### config.mk
export PLATFORM = sky130hd
export DESIGN_NAME = adc_cmd_exec
export DESIGN_NICKNAME = d
export VERILOG_FILES = /design/src/rtl/adc_cmd_pkg.sv /design/src/rtl/adc_cmd_decode.sv /design/src/rtl/adc_reg_bank.sv /design/src/rtl/adc_resp_fifo.sv /design/src/rtl/adc_cmd_exec.sv
export SDC_FILE = /design/constraint.sdc
export NUM_CORES = 2
export LEC_CHECK = 0
export BUFFER_PORTS_ARGS = -buffer_cell sky130_fd_sc_hd__buf_2
export CAP_MARGIN = 30
export CORE_UTILIZATION = 46
export DETAILED_ROUTE_END_ITERATION = 16
export PLACE_DENSITY = 0.68
export SLEW_MARGIN = 20
export SYNTH_ARGS = -nofsm -noshare
export SYNTH_HDL_FRONTEND = slang
export SYNTH_HIERARCHICAL = 1
export SYNTH_SLANG_ARGS = --single-unit
### constraint.sdc
create_clock -name clk -period 4.05 [get_ports clk]
set_input_delay 0.81 -clock clk [delete_from_list [all_inputs] [get_ports clk]]
set_output_delay 0.81 -clock clk [all_outputs]
set_load 0.005 [all_outputs]
### src/rtl/adc_cmd_pkg.sv
// Package: shared command-word layout and opcode encodings.
// Assumes a 32-bit command word; field positions are fixed by software.
package adc_cmd_pkg;
    localparam int CMD_W   = 32;
    localparam int DATA_W  = 16;
    localparam int ADDR_W  = 10;
    localparam int OP_LSB  = 26;
    localparam int ADDR_LSB = 16;

    typedef enum logic [3:0] {
        OP_NOP   = 4'd0,
        OP_READ  = 4'd1,
        OP_WRITE = 4'd2
    } op_e;

    typedef struct packed {
        logic [3:0]        op;
        logic [ADDR_W-1:0] addr;
        logic [DATA_W-1:0] data;
    } cmd_fields_t;
endpackage

### src/rtl/adc_cmd_decode.sv
// Module: splits a command word into fields and decides which action runs.
// Assumes at most one command per cycle; NUM_REGS must not exceed 1024.
module adc_cmd_decode
    import adc_cmd_pkg::*;
#(
    parameter int NUM_REGS = 128
) (
    input  logic              cmd_valid,
    input  logic              chan_hold,
    input  logic [CMD_W-1:0]  cmd_word,
    output logic              do_read,
    output logic              do_write,
    output logic              do_push,
    output logic [ADDR_W-1:0] addr,
    output logic [DATA_W-1:0] data
);
    localparam logic [ADDR_W:0] ADDR_LIMIT = (ADDR_W+1)'(NUM_REGS);

    cmd_fields_t f;
    logic accept, addr_ok, is_nop;

    // Field extraction and action selection
    always_comb begin
        f.op     = cmd_word[OP_LSB +: 4];
        f.addr   = cmd_word[ADDR_LSB +: ADDR_W];
        f.data   = cmd_word[DATA_W-1:0];
        accept   = cmd_valid && !chan_hold;
        addr_ok  = {1'b0, f.addr} < ADDR_LIMIT;
        is_nop   = accept && (f.op == OP_NOP);
        do_read  = accept && addr_ok && (f.op == OP_READ);
        do_write = accept && addr_ok && (f.op == OP_WRITE);
        do_push  = is_nop || do_read || do_write;
        addr     = f.addr;
        data     = f.data;
    end
endmodule

### src/rtl/adc_reg_bank.sv
// Module: array of 16-bit converter registers, one write port, one
// combinational read port. Assumes wr_idx and rd_idx are below NUM_REGS.
module adc_reg_bank #(
    parameter int NUM_REGS = 128,
    parameter int DATA_W   = 16,
    localparam int IDX_W   = (NUM_REGS > 1) ? $clog2(NUM_REGS) : 1
) (
    input  logic              clk,
    input  logic              rst_n,
    input  logic              wr_en,
    input  logic [IDX_W-1:0]  wr_idx,
    input  logic [DATA_W-1:0] wr_data,
    input  logic [IDX_W-1:0]  rd_idx,
    output logic [DATA_W-1:0] rd_data
);
    logic [DATA_W-1:0] regs [NUM_REGS];

    // Register storage with synchronous clear
    always_ff @(posedge clk) begin
        if (!rst_n) begin
            for (int i = 0; i < NUM_REGS; i++) regs[i] <= '0;
        end else if (wr_en) begin
            regs[wr_idx] <= wr_data;
        end
    end

    // Combinational read port
    always_comb rd_data = regs[rd_idx];

    // A write is visible in its register on the next cycle
    assert_write_lands_R5: assert property (@(posedge clk) disable iff (!rst_n)
        wr_en |=> regs[$past(wr_idx)] == $past(wr_data));
endmodule

### src/rtl/adc_resp_fifo.sv
// Module: shifting response queue. The head sits at slot 0 and every slot
// at or above the count holds zero. A pop is applied before a push in the
// same cycle. Assumes DEPTH >= 2.
module adc_resp_fifo #(
    parameter int DEPTH  = 15,
    parameter int DATA_W = 16,
    localparam int CNT_W = $clog2(DEPTH + 1)
) (
    input  logic              clk,
    input  logic              rst_n,
    input  logic              push,
    input  logic [DATA_W-1:0] push_data,
    input  logic              pop,
    output logic [DATA_W-1:0] head,
    output logic [CNT_W-1:0]  count,
    output logic              empty,
    output logic              full
);
    localparam logic [CNT_W-1:0] FULL_CNT = CNT_W'(DEPTH);

    logic [DATA_W-1:0] slot [DEPTH];
    logic              pop_do, push_do;
    logic [CNT_W-1:0]  after_pop;

    // Effective pop and push after the empty and full checks
    always_comb begin
        pop_do    = pop && (count != '0);
        after_pop = count - CNT_W'(pop_do);
        push_do   = push && (after_pop != FULL_CNT);
    end

    // Occupancy counter
    always_ff @(posedge clk) begin
        if (!rst_n) count <= '0;
        else        count <= after_pop + CNT_W'(push_do);
    end

    genvar g;
    generate
        for (g = 0; g < DEPTH; g++) begin : g_slot
            logic [DATA_W-1:0] above;
            if (g == DEPTH - 1) begin : g_top
                assign above = '0;
            end else begin : g_mid
                assign above = slot[g+1];
            end
            // One slot: load on push, shift down on pop
            always_ff @(posedge clk) begin
                if (!rst_n)                                    slot[g] <= '0;
                else if (push_do && after_pop == CNT_W'(g))    slot[g] <= push_data;
                else if (pop_do)                               slot[g] <= above;
            end
            // Unused slots read as zero
            assert_tail_zero_R8: assert property (@(posedge clk) disable iff (!rst_n)
                (count <= CNT_W'(g)) |-> (slot[g] == '0));
        end
    endgenerate

    // Status outputs
    always_comb begin
        head  = slot[0];
        empty = (count == '0);
        full  = (count == FULL_CNT);
    end

    assert_no_overflow_R7: assert property (@(posedge clk) disable iff (!rst_n)
        (push && !pop && full) |=> (count == $past(count)));
    assert_push_grows_R9: assert property (@(posedge clk) disable iff (!rst_n)
        (push && !pop && !full) |=> (count == $past(count) + 1'b1));
    assert_pop_empty_R8: assert property (@(posedge clk) disable iff (!rst_n)
        (pop && !push && empty) |=> (count == '0));
    assert_both_hold_R11: assert property (@(posedge clk) disable iff (!rst_n)
        (pop && push && !empty) |=> $stable(count));
    assert_bound_R9: assert property (@(posedge clk) disable iff (!rst_n)
        count <= FULL_CNT);
endmodule

### src/rtl/adc_cmd_exec.sv
// Module: top of the command executor. Decodes commands, updates the
// register bank, keeps the one-deep held result and pushes it into the
// response queue. Assumes chan_hold comes from a synchronous register.
module adc_cmd_exec
    import adc_cmd_pkg::*;
#(
    parameter int NUM_REGS = 128,
    parameter int DEPTH    = 15,
    localparam int CNT_W   = $clog2(DEPTH + 1),
    localparam int IDX_W   = (NUM_REGS > 1) ? $clog2(NUM_REGS) : 1
) (
    input  logic             clk,
    input  logic             rst_n,
    input  logic             chan_hold,
    input  logic             cmd_valid,
    input  logic [31:0]      cmd_word,
    input  logic             pop,
    output logic [15:0]      pop_data,
    output logic [CNT_W-1:0] fifo_count,
    output logic             fifo_empty,
    output logic             fifo_full
);
    logic              do_read, do_write, do_push;
    logic [ADDR_W-1:0] addr;
    logic [DATA_W-1:0] data, rd_val, held_q;

    adc_cmd_decode #(.NUM_REGS(NUM_REGS)) u_decode (
        .cmd_valid(cmd_valid), .chan_hold(chan_hold), .cmd_word(cmd_word),
        .do_read(do_read), .do_write(do_write), .do_push(do_push),
        .addr(addr), .data(data)
    );

    adc_reg_bank #(.NUM_REGS(NUM_REGS), .DATA_W(DATA_W)) u_regs (
        .clk(clk), .rst_n(rst_n), .wr_en(do_write),
        .wr_idx(addr[IDX_W-1:0]), .wr_data(data),
        .rd_idx(addr[IDX_W-1:0]), .rd_data(rd_val)
    );

    adc_resp_fifo #(.DEPTH(DEPTH), .DATA_W(DATA_W)) u_fifo (
        .clk(clk), .rst_n(rst_n), .push(do_push), .push_data(held_q),
        .pop(pop), .head(pop_data), .count(fifo_count),
        .empty(fifo_empty), .full(fifo_full)
    );

    // Held result of the previous command
    always_ff @(posedge clk) begin
        if (!rst_n)       held_q <= '0;
        else if (do_read) held_q <= rd_val;
        else if (do_push) held_q <= '0;
    end

    assert_hold_frozen_R2: assert property (@(posedge clk) disable iff (!rst_n)
        (cmd_valid && chan_hold) |=> $stable(held_q));
    assert_held_cleared_R6: assert property (@(posedge clk) disable iff (!rst_n)
        (do_push && !do_read) |=> (held_q == '0));
endmodule

Word level (Yosys, flattened, before mapping)
Memories as Yosys holds them, arrays and structs flattened.
Index checks and enable logic that the tools add are counted.
{"block": "totals", "ff_bits": 20, "mem_bits_rw": 2288, "inputBits": 37, "output_inout_bits": 22, "mem_count": 2}
{"block": "classes", "addsub": 2, "magnitude_cmp": 1, "n_eq_ne": 18, "mux": 130, "bitwise_logic": 30, "reduce_logical": 31}
{"name": "u_regs.regs", "words": 128, "word_bits": 16, "read_ports": 1, "rd_ports_with_merged_regs": 0, "write_ports": 128, "line_no": "adc_reg_bank.sv:16", "rtl": "logic [DATA_W-1:0] regs [NUM_REGS];"}
{"name": "u_fifo.slot", "words": 15, "word_bits": 16, "read_ports": 15, "rd_ports_with_merged_regs": 0, "write_ports": 15, "line_no": "adc_resp_fifo.sv:21", "rtl": "logic [DATA_W-1:0] slot [DEPTH];"}
{"operator": "$mux 16", "n": 33}
{"operator": "$mux 1", "n": 96}
{"operator": "$eq 4x4->1 const B", "n": 8}
{"operator": "$or 1x1->1", "n": 30}
{"operator": "$logic_and 1x1->1", "n": 22}
{"operator": "$eq 4x3->1 const B", "n": 4}
{"operator": "$reduce_or 16->1", "n": 1}
{"operator": "$eq 4x2->1 const B", "n": 3}
{"operator": "$logic_not 4->1", "n": 3}
{"operator": "$lt 10x8->1 const B", "n": 1}
{"operator": "$eq 4x1->1 const B", "n": 2}
{"operator": "$mux 7", "n": 1}
{"operator": "$add 4x1->4", "n": 1}
{"operator": "$ne 4x4->1 const B", "n": 1}
{"operator": "$reduce_bool 4->1", "n": 1}
{"operator": "$sub 4x1->4", "n": 1}
{"operator": "$logic_or 1x1->1", "n": 2}
{"operator": "$reduce_bool 2->1", "n": 1}
{"operator": "$logic_not 1->1", "n": 1}

Logic depth before layout (Yosys ltp)
{"block": "logic_depth", "ltp_word": 13, "mapped_depth": 17}

Cells and area by module
Netlist, hierarchy kept.
{"module": "adc_reg_bank", "n_inst": 1, "cells_each": 5640, "area_per_inst_um2": 93140.6}
{"module": "adc_resp_fifo", "n_inst": 1, "cells_each": 1030, "area_per_inst_um2": 12351.8}
{"module": "adc_cmd_exec", "n_inst": 1, "cells_each": 71, "area_per_inst_um2": 655.6}
{"module": "adc_cmd_decode", "n_inst": 1, "cells_each": 33, "area_per_inst_um2": 257.7}

Least setup slack after synthesis
Ideal clock, no wire load.
{"block": "synth_path", "path_kind": "input to register", "startpoint": "in cmd_word[29]", "endpoint": "mem u_regs.regs[104][0], enable pin", "setup_ps": 411, "arrival_ps": 3807, "path_slack_ps": -168, "path_stages": 8, "path_cell_list": "or4b_1 and4bb_2 nand2_1 or2_2 clkbuf_1 clkbuf_1 clkbuf_1 o21ai_0"}
{"item": "from (decl)", "line_no": "adc_cmd_exec.sv:16", "rtl": "input logic [31:0] cmd_word,"}
{"item": "to (decl)", "line_no": "adc_reg_bank.sv:16"}

==> metrics.md <==
| Metric | Value |
|---|---|
| Pwr dens | 456 mW/mm² |
| Met3 GRT Util | 3.74% |
| Final #Nets | 6904 |
| Inst Count DP | 9656 |
| GR Util met2 | 39.9% |
| Worst Setup Start Kind | flop |
| CP Data Required Time | 4.68 ns |
| 1st-iter DRT viols | 6978 |
| Root Driver | clkbuf_16 |
| Drc violations | 0 |
| DP Area | 0.113 mm² |
| Multi-input gate area | 0.0343 mm² |
| Syn_nets | 6812 |
| Avg Cell Area, Syn | 15.7 µm² |
| Largest net degree at the start of global routing | 150 |
| Synthesis Warnings | 6 |
| Drt pass-1 iters | 6 |
| # H-tree levels | 4 |
| Outcome | finished clean |
| Via count | 59457 |
| Clock transition at the registers of the reported paths | 0.06 ns |
| CTS tree | yes |
| Final count of hold timing violations | 0 |
| # fillers | 18316 |
| # hold bufs at CTS | 0 |
| Row cnt | 176 |
| CP endpoint kind | flop |
| Initial antenna violation count | 22 |
| CTS sink cnt | 2308 |
| Min-delay worst type | in -> reg |
| GRT busiest layer | met2 |
| Area growth, synth to finish | 12.6% |
| Final setup violation count | 0 |
| Register share of total power | 52.6% |
| Skew-Pair Late Insertion Delay | 0.90 ns |
| Post-CTS Setup Bufs | 0 |
| Worst reg2reg startpoint | u_fifo/count[3] |
| Reg area | 0.0691 mm² |
| R2R Setup Slk | 0.37 ns |
| Hold Crit Endpoint | u_regs/regs[28][5] |
| Post-DRT Antenna Nets | 0 |
| Final wirelength | 280000 µm |
| Total CTS buffers | 230 |
| Die Footprint | 0.233 mm² |
| Switch Pwr | 12.7 mW |
| Final core occ | 52.1% |
| Detailed Place HPWL | 178000 µm |
| Die span in x | 483 µm |
| Layout cells sized above 1 | 22.9% |
| Layout Skew | 0.0337 ns |
| Reg2reg path depth | 8 |
| Leakage | 41.0 nW |
| Post-route insts no fill | 10092 |
| Core footprint | 0.230 mm² |
| Minimum clock period | 3.68 ns |
| Total Power | 54.6 mW |
| Power share of the clock group | 38.0% |
| Netlist Area Pre-Place | 0.106 mm² |
| M1 GR Usage | 32.8% |
| Final period util | 90.8% |
| CP max FO | 16 |
| Total of max-cap violations | 0 |
| Post-route cell area | 0.120 mm² |
| Wire per inst | 27.7 µm |
| Worst slew margin | 31.1% |
| Hold Crit Depth | 2 |
| Max-slew violations | 0 |
| Kind of critical path | reg -> reg |
| Via/cell ratio | 5.89 |
| Ports | 59 |
| Sw frac | 23.3% |
| GRT Total Usage | 24.1% |
| RSZ-0062 raised after global routing | false |
| Starting Density | 46.3% |
| Syn Inst Count | 6771 |
| Routability Congestion | 0.862 |
| Vias in the first global route | 59388 |
| Post-CTS resize count | 0 |
| Max Root-Sink Buffers | 3 |
| Gr ovfl total | 0 |
| Worst Tran Pin Value | 1.03 ns |
| Worst r2r dst | u_fifo/slot[0][63] |
| Fmax | 272 MHz |
| First-pass GRT wire length | 408000 µm |
| Hold_sp | cmd_word[5] |
| Logic gate share of total power | 9.4% |
| Port bufs | 56 |
| VDD IR max | 0.000414 V |
| DIE HEIGHT | 483 µm |
| Worst EP arrival | 4.30 ns |
| Int Pwr | 41.9 mW |
[how the worst max path moves through the flow]
stage	endpoint	slack, ns	start	depth (start not counted)
floorplan	u_regs/regs[104][0]	-0.17	cmd_word[29]	8
global placement	held_q[3]	-0.02	cmd_word[16]	9
detailed placement	held_q[3]	-0.02	cmd_word[16]	9
CTS	u_fifo/slot[0][63]	0.42	u_fifo/count[3]	8
global route	u_fifo/slot[1][79]	0.21	u_fifo/count[3]	10
finish	u_fifo/slot[0][63]	0.37	u_fifo/count[3]	8
[layout by cell type, fill, tap and decap left out, types with 4 or more instances in the layout]
master / instances
a21oi_2: 11
ha_1: 4
buf_12: 87
nand3b_1: 5
inv_16: 4
o21ai_0: 6
dfxtp_1: 20
o21ai_1: 151
and2_1: 2070
a221o_1: 219
nand3_1: 60
a21oi_1: 4
buf_2: 35
diode_2: 7
clkinv_2: 37
buf_4: 440
a221o_2: 5
clkinv_1: 63
bufinv_16: 17
mux2_2: 16
clkbuf_16: 234
o211ai_2: 7
or2_2: 8
nand2_1: 29
nor2_2: 6
nand2b_1: 21
inv_1: 7
edfxtp_1: 2288
nor2_1: 367
clkinvlp_4: 5
nor3_1: 19
inv_6: 4
and3_1: 16
mux4_2: 672
nor2b_1: 5
clkbuf_1: 58
[power groups by stage]
stage | Sequential, mW | Clock [mW] | Combinational, mW
2_1_floorplan | 29.1 | 0 | 3.03
3_3_place_gp | 29.1 | 0 | 5.04
3_5_place_dp | 29.2 | 0 | 5.11
4_1_cts | 28.7 | 21.1 | 5.12
5_1_grt | 28.9 | 21.9 | 5.34
6_report | 28.7 | 20.8 | 5.12
[flip-flops by register name, summed over array words and instances, names as in the netlist]
signal / cells
u_fifo/slot: 240
u_fifo/count: 4
held_q: 16
u_regs/regs: 2048
[metal layers]
| layer | share of wire (%) | wire length, µm | vias to the layer above |
|---|---|---|---|
| li1 | - | - | 25541 |
| met1 | 39 | 109000 | 30890 |
| met2 | 49 | 138000 | 2635 |
| met3 | 8.6 | 24000 | 391 |
| met4 | 3.1 | 8590 | 0 |
| met5 | 0 | 0 | - |
[per-stage QoR]
step | hold slack [ns] | setup WS, ns | TNS [ns]
finish | 0.441 | 0.373 | 0
floorplan | 0.484 | -0.168 | -28.75
global route | 0.433 | 0.207 | 0
CTS | 0.388 | 0.416 | 0
global placement | 0.527 | -0.0196 | -0.0461
detailed placement | 0.532 | -0.0157 | -0.0236
[critical path: stages (launching register included)]
cell and delay [ns]:
dfxtp_1 0.46, or4_1 0.55, and2_4 0.19, ha_1 0.22, ha_1 0.41, or3b_1 0.55, nor2_1 0.33, a21oi_2 0.28
a221o_1 0.43
[area by class of cell]
cell class | count | share of cell area (%)
sequential | 2308 | 57.7
multi-input combinational | 3748 | 28.6
clock buffer | 292 | 5.07
timing repair buffer | 568 | 4.44
tap | 3026 | 3.16
clock inverter | 136 | 1.00
inverter | 7 | 0.0219
antenna | 7 | 0.0146
(Power assumes the default switching activity.)
